**src/rtl/acc_logic_pkg.sv**
```systemverilog
// Shared types for the accumulator logic executor.
// Assumes one opcode class per instruction and a three-state sequencer.
package acc_logic_pkg;

    typedef enum logic [3:0] {
        OP_RN,
        OP_DIR,
        OP_IND,
        OP_IMM,
        OP_DIR_A,
        OP_DIR_IMM,
        OP_CLR,
        OP_CPL,
        OP_BAD
    } op_kind_e;

    typedef enum logic [1:0] {
        ST_IDLE,
        ST_PTR,
        ST_EXEC
    } seq_state_e;

endpackage

```
**src/rtl/acc_decoder.sv**
```systemverilog
// Opcode decoder: classifies an opcode, extracts the register index and
// gives the architectural length and cycle count. Purely combinational.
// Assumes an 8-bit opcode; unsupported codes map to OP_BAD with zero length.
module acc_decoder
    import acc_logic_pkg::*;
#(
    parameter int RIDX_W = 3
) (
    input  logic [7:0]        opcode,
    output op_kind_e          kind,
    output logic [RIDX_W-1:0] ridx,
    output logic [1:0]        len,
    output logic [1:0]        cyc
);

    // Classify the opcode and attach its length and cycle count.
    always_comb begin
        kind = OP_BAD;
        ridx = '0;
        len  = 2'd0;
        cyc  = 2'd0;
        casez (opcode)
            8'b0101_1???: begin kind = OP_RN;      ridx = RIDX_W'(opcode[2:0]); len = 2'd1; cyc = 2'd1; end
            8'b0101_011?: begin kind = OP_IND;     ridx = RIDX_W'(opcode[0]);   len = 2'd1; cyc = 2'd1; end
            8'h55:        begin kind = OP_DIR;     len = 2'd2; cyc = 2'd1; end
            8'h54:        begin kind = OP_IMM;     len = 2'd2; cyc = 2'd1; end
            8'h52:        begin kind = OP_DIR_A;   len = 2'd2; cyc = 2'd1; end
            8'h53:        begin kind = OP_DIR_IMM; len = 2'd3; cyc = 2'd2; end
            8'hE4:        begin kind = OP_CLR;     len = 2'd1; cyc = 2'd1; end
            8'hF4:        begin kind = OP_CPL;     len = 2'd1; cyc = 2'd1; end
            default:      begin kind = OP_BAD; end
        endcase
    end

endmodule

```
**src/rtl/acc_addr_gen.sv**
```systemverilog
// RAM address generator: selects the working-register, direct or pointer
// address for the current sequencer phase.
// Assumes ADDR_W >= BANK_W + RIDX_W and that registers sit at bank*8+n.
module acc_addr_gen
    import acc_logic_pkg::*;
#(
    parameter int DATA_W = 8,
    parameter int ADDR_W = 8,
    parameter int BANK_W = 2,
    parameter int RIDX_W = 3
) (
    input  op_kind_e          kind,
    input  logic              ptr_phase,
    input  logic              exec_phase,
    input  logic [BANK_W-1:0] bank,
    input  logic [RIDX_W-1:0] ridx,
    input  logic [DATA_W-1:0] dir_byte,
    input  logic [DATA_W-1:0] ptr,
    output logic [ADDR_W-1:0] addr
);

    localparam int PAD_W = ADDR_W - BANK_W - RIDX_W;

    logic [ADDR_W-1:0] reg_addr;

    // Working-register address: bank in the upper bits, index below.
    always_comb reg_addr = {{PAD_W{1'b0}}, bank, ridx};

    // Choose the address source for the active phase.
    always_comb begin
        addr = '0;
        if (ptr_phase) begin
            addr = reg_addr;
        end else if (exec_phase) begin
            case (kind)
                OP_RN:                       addr = reg_addr;
                OP_DIR, OP_DIR_A, OP_DIR_IMM: addr = ADDR_W'(dir_byte);
                OP_IND:                      addr = ADDR_W'(ptr);
                default:                     addr = '0;
            endcase
        end
    end

endmodule

```
**src/rtl/acc_alu.sv**
```systemverilog
// Logic unit: computes the new accumulator value or the write-back byte
// for the decoded operation. Combinational.
// Assumes rdata is the operand read in the execute phase.
module acc_alu
    import acc_logic_pkg::*;
#(
    parameter int DATA_W = 8
) (
    input  op_kind_e          kind,
    input  logic [DATA_W-1:0] acc,
    input  logic [DATA_W-1:0] rdata,
    input  logic [DATA_W-1:0] byte1,
    input  logic [DATA_W-1:0] byte2,
    output logic [DATA_W-1:0] acc_next,
    output logic              acc_load,
    output logic [DATA_W-1:0] wdata,
    output logic              wr
);

    // Produce either an accumulator update or a memory write-back.
    always_comb begin
        acc_next = acc;
        acc_load = 1'b0;
        wdata    = '0;
        wr       = 1'b0;
        case (kind)
            OP_RN, OP_DIR, OP_IND: begin acc_load = 1'b1; acc_next = acc & rdata; end
            OP_IMM:                begin acc_load = 1'b1; acc_next = acc & byte1; end
            OP_DIR_A:              begin wr = 1'b1; wdata = rdata & acc; end
            OP_DIR_IMM:            begin wr = 1'b1; wdata = rdata & byte2; end
            OP_CLR:                begin acc_load = 1'b1; acc_next = '0; end
            OP_CPL:                begin acc_load = 1'b1; acc_next = ~acc; end
            default:               ;
        endcase
    end

endmodule

```
**src/rtl/acc_logic_exec.sv**
```systemverilog
// Accumulator logic instruction executor (top).
// Accepts an instruction when idle, optionally fetches an indirect pointer,
// executes one RAM read (and write-back) and pulses done with length/cycles.
// Assumes combinational RAM read and a synchronous active-low reset.
module acc_logic_exec
    import acc_logic_pkg::*;
#(
    parameter int DATA_W = 8,
    parameter int ADDR_W = 8,
    parameter int BANK_W = 2,
    parameter int RIDX_W = 3
) (
    input  logic              clk,
    input  logic              rst_n,
    input  logic              instr_valid,
    input  logic [7:0]        opcode,
    input  logic [DATA_W-1:0] op_byte1,
    input  logic [DATA_W-1:0] op_byte2,
    input  logic [BANK_W-1:0] bank_sel,
    output logic [ADDR_W-1:0] ram_addr,
    input  logic [DATA_W-1:0] ram_rdata,
    output logic              ram_we,
    output logic [DATA_W-1:0] ram_wdata,
    output logic [DATA_W-1:0] acc,
    output logic              parity,
    output logic              done,
    output logic              illegal,
    output logic [1:0]        instr_len,
    output logic [1:0]        instr_cycles
);

    seq_state_e        state;
    op_kind_e          dec_kind, lat_kind;
    logic [RIDX_W-1:0] dec_ridx, lat_ridx;
    logic [1:0]        dec_len, dec_cyc, lat_len, lat_cyc;
    logic [DATA_W-1:0] lat_b1, lat_b2, ptr;
    logic [BANK_W-1:0] lat_bank;
    logic [DATA_W-1:0] alu_acc, alu_wdata;
    logic              alu_load, alu_wr;

    acc_decoder #(.RIDX_W(RIDX_W)) u_dec (
        .opcode (opcode),
        .kind   (dec_kind),
        .ridx   (dec_ridx),
        .len    (dec_len),
        .cyc    (dec_cyc)
    );

    acc_addr_gen #(.DATA_W(DATA_W), .ADDR_W(ADDR_W), .BANK_W(BANK_W), .RIDX_W(RIDX_W)) u_addr (
        .kind       (lat_kind),
        .ptr_phase  (state == ST_PTR),
        .exec_phase (state == ST_EXEC),
        .bank       (lat_bank),
        .ridx       (lat_ridx),
        .dir_byte   (lat_b1),
        .ptr        (ptr),
        .addr       (ram_addr)
    );

    acc_alu #(.DATA_W(DATA_W)) u_alu (
        .kind     (lat_kind),
        .acc      (acc),
        .rdata    (ram_rdata),
        .byte1    (lat_b1),
        .byte2    (lat_b2),
        .acc_next (alu_acc),
        .acc_load (alu_load),
        .wdata    (alu_wdata),
        .wr       (alu_wr)
    );

    // Memory write happens only on the execute phase of a write-back form.
    always_comb begin
        ram_we    = (state == ST_EXEC) && alu_wr;
        ram_wdata = alu_wdata;
    end

    // Odd-ones parity of the accumulator.
    always_comb parity = ^acc;

    // Sequencer: accept, optional pointer fetch, execute, report.
    always_ff @(posedge clk) begin
        if (!rst_n) begin
            state        <= ST_IDLE;
            acc          <= '0;
            done         <= 1'b0;
            illegal      <= 1'b0;
            instr_len    <= 2'd0;
            instr_cycles <= 2'd0;
            lat_kind     <= OP_BAD;
            lat_ridx     <= '0;
            lat_len      <= 2'd0;
            lat_cyc      <= 2'd0;
            lat_b1       <= '0;
            lat_b2       <= '0;
            lat_bank     <= '0;
            ptr          <= '0;
        end else begin
            done    <= 1'b0;
            illegal <= 1'b0;
            case (state)
                ST_IDLE: begin
                    if (instr_valid) begin
                        if (dec_kind == OP_BAD) begin
                            done         <= 1'b1;
                            illegal      <= 1'b1;
                            instr_len    <= 2'd0;
                            instr_cycles <= 2'd0;
                        end else begin
                            lat_kind <= dec_kind;
                            lat_ridx <= dec_ridx;
                            lat_len  <= dec_len;
                            lat_cyc  <= dec_cyc;
                            lat_b1   <= op_byte1;
                            lat_b2   <= op_byte2;
                            lat_bank <= bank_sel;
                            state    <= (dec_kind == OP_IND) ? ST_PTR : ST_EXEC;
                        end
                    end
                end
                ST_PTR: begin
                    ptr   <= ram_rdata;
                    state <= ST_EXEC;
                end
                ST_EXEC: begin
                    if (alu_load) acc <= alu_acc;
                    done         <= 1'b1;
                    instr_len    <= lat_len;
                    instr_cycles <= lat_cyc;
                    state        <= ST_IDLE;
                end
                default: state <= ST_IDLE;
            endcase
        end
    end

    // pointer fetch is always followed by the execute phase.
    p_ptr_then_exec_r4: assert property (@(posedge clk) disable iff (!rst_n)
        (state == ST_PTR) |=> (state == ST_EXEC));

    // write-back with the accumulator leaves the accumulator alone.
    p_dira_keeps_acc_r6: assert property (@(posedge clk) disable iff (!rst_n)
        (state == ST_EXEC && lat_kind == OP_DIR_A) |=> $stable(acc));

    // complement form inverts the accumulator.
    p_cpl_inverts_r8: assert property (@(posedge clk) disable iff (!rst_n)
        (state == ST_EXEC && lat_kind == OP_CPL) |=> (acc == ~$past(acc)));

    // clear form zeroes the accumulator.
    p_clr_zeroes_r8: assert property (@(posedge clk) disable iff (!rst_n)
        (state == ST_EXEC && lat_kind == OP_CLR) |=> (acc == '0));

    // an illegal report comes with done, no write and no accumulator change.
    p_illegal_quiet_r10: assert property (@(posedge clk) disable iff (!rst_n)
        illegal |-> (done && !ram_we && $stable(acc)));

    // execute phase ends in done and a return to idle.
    p_exec_done_r11: assert property (@(posedge clk) disable iff (!rst_n)
        (state == ST_EXEC) |=> (done && state == ST_IDLE));

    // a RAM write is always followed by completion.
    p_write_then_done_r12: assert property (@(posedge clk) disable iff (!rst_n)
        ram_we |=> (done && !illegal));

endmodule

```
**config.mk**
```make
export PLATFORM = sky130hd
export DESIGN_NAME = acc_logic_exec
export DESIGN_NICKNAME = d
export VERILOG_FILES = /design/src/rtl/acc_logic_pkg.sv /design/src/rtl/acc_decoder.sv /design/src/rtl/acc_addr_gen.sv /design/src/rtl/acc_alu.sv /design/src/rtl/acc_logic_exec.sv
export SDC_FILE = /design/constraint.sdc
export NUM_CORES = 1
export LEC_CHECK = 0
export BUFFER_PORTS_ARGS = -buffer_cell sky130_fd_sc_hd__buf_2
export CORE_MARGIN = 8
export CORE_UTILIZATION = 57
export DETAILED_ROUTE_END_ITERATION = 7
export PLACE_DENSITY = 0.81
export SYNTH_ARGS = -nofsm -noshare
export SYNTH_HDL_FRONTEND = slang
export SYNTH_SLANG_ARGS = --single-unit
```
**constraint.sdc**
```tcl
create_clock -name clk -period 2.2 [get_ports clk]
set_input_delay 0.11 -clock clk [delete_from_list [all_inputs] [get_ports clk]]
set_output_delay 0.11 -clock clk [all_outputs]
set_load 0.005 [all_outputs]
```
; ---- Word level (Yosys, flattened, before mapping)
; Cells that the tools add are included.
[totals]
out_inout_bits = 32
word_cells = 81
regBits = 53
[classes]
n_mux = 22
n_eq_ne = 22
n_reduce_logical = 18
n_bitwise = 5
[op_table]
columns = op, n
row1 = equality test 8 x 7 -> 1 bit (second input constant), 4
row2 = case mux 4 bit (8 select lines), 1
row3 = case mux 8 bit (4 select lines), 1
row4 = bitwise AND 8 bit, 3
row5 = case mux 8 bit (3 select lines), 1
row6 = equality test 4 x 3 -> 1 bit (second input constant), 4
row7 = equality test 8 bit (second input constant), 2
row8 = 2-to-1 mux 8 bit, 2
row9 = case mux 2 bit (2 select lines), 4
row10 = case mux 8 bit (2 select lines), 1
row11 = equality test 4 x 2 -> 1 bit (second input constant), 3
row12 = 2-to-1 mux 2 bit, 5
row13 = AND reduction 3 bit, 3
row14 = OR reduction 3 bit, 3
row15 = NOT 8 bit, 1
row16 = parity 8 bit, 1
row17 = equality test 7 x 6 -> 1 bit (second input constant), 1
row18 = OR reduction 7 bit, 1
row19 = inequality test 2 bit (second input constant), 3
row20 = case mux 2 bit (3 select lines), 1
row21 = case mux 3 bit (2 select lines), 1
row22 = OR reduction 6 bit, 1
row23 = equality test 5 x 4 -> 1 bit (second input constant), 1
row24 = equality test 4 x 1 -> 1 bit (second input constant), 1
row25 = other kinds (14), 18

; ---- Longest topological paths before layout
[logic_depth]
ltp_word = 7
mapped_depth = 6
ltp_nobuf = 4

; ---- Modules after synthesis
; A second synthesis with hierarchy kept.
[unflattened]
cells_unflattened = 382
hier_area_um2 = 3155.5
[by_module_without_submodules]
columns = mod, instances, seq_area_each_um2, area_per_inst_um2, cells_each
row1 = acc_logic_exec, 1, 1061.0, 2220.9, 249
row2 = acc_alu, 1, 0.0, 436.7, 59
row3 = acc_addr_gen, 1, 0.0, 257.7, 38
row4 = acc_decoder, 1, 0.0, 240.2, 36

; ---- Worst setup path after synthesis
; Ideal clock, no wire load.
[synth_path]
kind = reg-to-output
from = register state[0]
to = output port ram_addr[0]
n_path_buf = 2
setup_slack_ps = 698
arrival_time_ps = 1392
stages_incl_launch_ff = 7
required_time_ps = 2090
cell_sequence = dfxtp_1 > buf_6 > or3b_4 > buf_6 > o41ai_4 > nand2_1 > o21ai_1
[synth_via]
elab_chain_len = 3
[synth_rtl]
columns = item, line
row1 = start: declaration, acc_logic_exec.sv:32  ; seq_state_e state;
row2 = start signal: assignment, acc_logic_exec.sv:117  ; state <= (dec_kind == OP_IND) ? ST_PTR : ST_EXEC;
row3 = equality test 2 bit, acc_logic_exec.sv:52  ; .exec_phase (state == ST_EXEC),
row4 = 2-to-1 mux 8 bit, acc_addr_gen.sv:34  ; end else if (exec_phase) begin
row5 = 2-to-1 mux 8 bit (*), acc_addr_gen.sv:32  ; if (ptr_phase) begin
row6 = end: declaration, acc_logic_exec.sv:20  ; output logic [ADDR_W-1:0] ram_addr,
; Every way passes the cells marked *; elsewhere a longest branch is shown, timed or not.

; ---- Worst setup path in the final report
[layout_path]
from = register state[1]
to = output port ram_addr[0]
; Same word-level chain as after synthesis.

==> impl_metrics.tcl <==
set metrics [dict create \
    placed_cell_area_um2 3170 \
    start_kind "register" \
    synth_nets 359 \
    post-cts-setup-buffers 0 \
    vias 2578 \
    grt_remaining_overflow 0 \
    dp_hpwl_um 5460 \
    ys.flop_type "dfxtp_1" \
    syn-mean-instance-area_um2 8.77 \
    clkLatencyLatePin_ps 310 \
    die_w_um 86.4 \
    final_cell_mix "74 x nand2_1, 68 x buf_2, 53 x dfxtp_1, 27 x mux2i_1, 17 x a21oi_1" \
    drtPass1Iterations 4 \
    cp-end-kind "output pin" \
    fp.dieH_um 86.4 \
    clkTransAtPathRegs_ps 90 \
    final_nets 418 \
    cp_num_buf_inv 1 \
    ir_drop_uv 414 \
    rsz0062_at_grt "no" \
    place.gp.congestion 0.835 \
    rrSetupSlack_ps 510 \
    core_area_um2 4750 \
    power_uw 1760 \
    yosysSeqAreaShare_pct 37.6 \
    cap_violations 0 \
    clock_sinks 53 \
    final_util_pct 68.8 \
    crit_arrival_ps 1940 \
    synth.area.mux_share_pct 12.8 \
    avgViaCountPerCell 5.75 \
    grt_max_degree 40 \
    wl_per_cell_um 16.4 \
    slew_viol_final 0 \
    syn_area_um2 2820 \
    synth_top_family_by_area "simple AND/OR/NAND/NOR gates" \
    switching_power_uw 398 \
    finalHoldViolCount 0 \
    cts_buffers 5 \
    crit_family "simple AND/OR/NAND/NOR gates" \
    hp-class "input port to register" \
    multi_input_area_um2 1640 \
    setup_violations 0 \
    powerDensity_nw_per_um2 536 \
    ioPinCount 69 \
    p_seq_share_pct 55.6 \
    h-tree-depth 2 \
    slowest_stage "or3b_4" \
    final_common_cell "nand2_1" \
    die_area_um2 7460 \
    rows 25 \
    routed_wl_um 7370 \
    final_layout_size_suffix_gt1_share_pct 28.6 \
    leakage_uw 0.00132 \
    path_cells "or3b_4, o41ai_4, nand2_1, o21ai_1, buf_2" \
    finalSetupTns_ps 0 \
    cts_tree "done" \
    swShare_pct 22.7 \
    ant_nets 0 \
    fin_area_um2 3270 \
    period_share_pct 93.1 \
    cts_hold_buffers 0 \
    start_util_pct 59.4 \
    diodes 0 \
    first_global_vias 2472 \
    drc 0 \
    synth-edff-count 0 \
    cp_slowest_stage_delay_ps 510 \
    synth_cells 322 \
    async_reset_ff_share_pct 0 \
    synthXorXnorAreaFrac_pct 2.79 \
    skew_ps 7.71 \
    p_int_uw 1360 \
    post_cts_resized 0 \
    drt_iter0_markers 238 \
    finalWorstPathRequiredPeriod_ps 2050 \
    outcome "complete, no violations" \
    clock-root-buffer "clkbuf_8" \
    clkPwrFrac_pct 36.1 \
    synthSimpleGateAreaFrac_pct 22.7 \
    synthAdderAreaFrac_pct 0 \
    path_class "register to output pin" \
    area.sequential_um2 1060 \
    slew_headroom_pct 62.3 \
    required_ps 2090 \
    antenna_found_initial 0 \
    synth_compound_area_share_pct 19.7 \
    cp_max_fo 11 \
    max_freq_mhz 488 \
    grt_use_total_pct 19.6 \
    area_growth_pct 15.9 \
    port_buffers 68 \
    synthDistinctLibCells 56 \
    fillCellCount 400 \
    synth_seq_cells 53 \
    grt_first_pass_wirelength_um 11900 \
    cts_buffer_depth 2 \
    combPwrFrac_pct 8.3 \
    yosysWarningCount 0 \
    tightest_slew_ps 565 \
]
## worst register-to-register path: cells and delay by family, from the launching register on
kind               cells  cell delay (ps)
and+or+nand+nor        2              830
DFF                    1              450
AOI/OAI and AO/OA      1              310
## cell families (layout without fill, tap and decap cells)
family          Yosys count  in the layout
simple gates            129            129
mux                      35             35
compound gates           73             73
flops                    53             53
buf+inv                  23             82
xor+xnor                  9              9
## cell usage after synthesis (all sizes together), types with 2 or more instances
cell     n  area, um2
a21oi   18        101
xnor2    7       61.3
nand4    6       37.5
a211oi   2       20.0
and3     8       50.1
inv      2       7.51
xor2     2       17.5
mux2     8       90.1
mux2i   27        270
buf      8       67.6
a22o     4       35.0
o21ai   12       60.1
a22oi    8       60.1
dfxtp   53       1060
nor2    15       73.8
and4bb   3       37.5
nand2b   5       31.3
nor2b    3       18.8
nand2   75        284
a21boi   9       67.6
clkbuf  13       48.8
nor3b    2       20.0
or3b     2       20.0
nor4     2       12.5
o221a    9        101
## worst paths after layout
kind / from / to / cells after the start
worst max-delay path: state[1] / ram_addr[0] / 5
worst min register to register: ptr[3] / ptr[3] / 2
worst max register to register: state[1] / acc[3] / 3
worst min-delay path: op_byte2[7] / lat_b2[7] / 3
## stage by stage
step / instances / setup WS, ps / hold WS (ps)
final: 448 / 151 / 37.2
after global routing: 448 / 48.0 / 43.1
after CTS: 448 / 168 / 36.1
after detailed placement: 441 / 524 / 363
after global placement: 441 / 558 / 356
after floorplan: 322 / 698 / 246
## metal layers
layer / GRT usage [%] / vias up / share of wire, %
met5: 0 / - / 0
met4: 6.73 / 0 / 1.8
met3: 5.77 / 11 / 7.6
met2: 30.6 / 100 / 45
met1: 25.1 / 1203 / 45
li1: - / 1264 / -
## registers in the layout, indices dropped and copies added, names as in the netlist, 2 cells and up
signal	cells
state	2
lat_bank	2
lat_b2	8
acc	8
lat_len	2
instr_len	2
lat_b1	8
lat_kind	4
ptr	8
instr_cycles	2
lat_cyc	2
lat_ridx	3
## cell type report
cell class | instances | area share, %
clock buffer | 5 | 2.10
clock inverter | 2 | 1.07
inverter | 2 | 0.229
multi-input combinational | 246 | 50.1
sequential | 53 | 32.4
tap | 67 | 2.56
timing repair buffer | 73 | 11.5
## power by group through the flow
stage	Clock (uW)	Sequential, uW	Combinational, uW
2_1_floorplan	0	996	85.5
3_3_place_gp	0	998	141
3_5_place_dp	0	998	143
4_1_cts	637	975	144
5_1_grt	680	977	159
6_report	634	976	145
No activity file was read; power rests on OpenSTA's default activity.
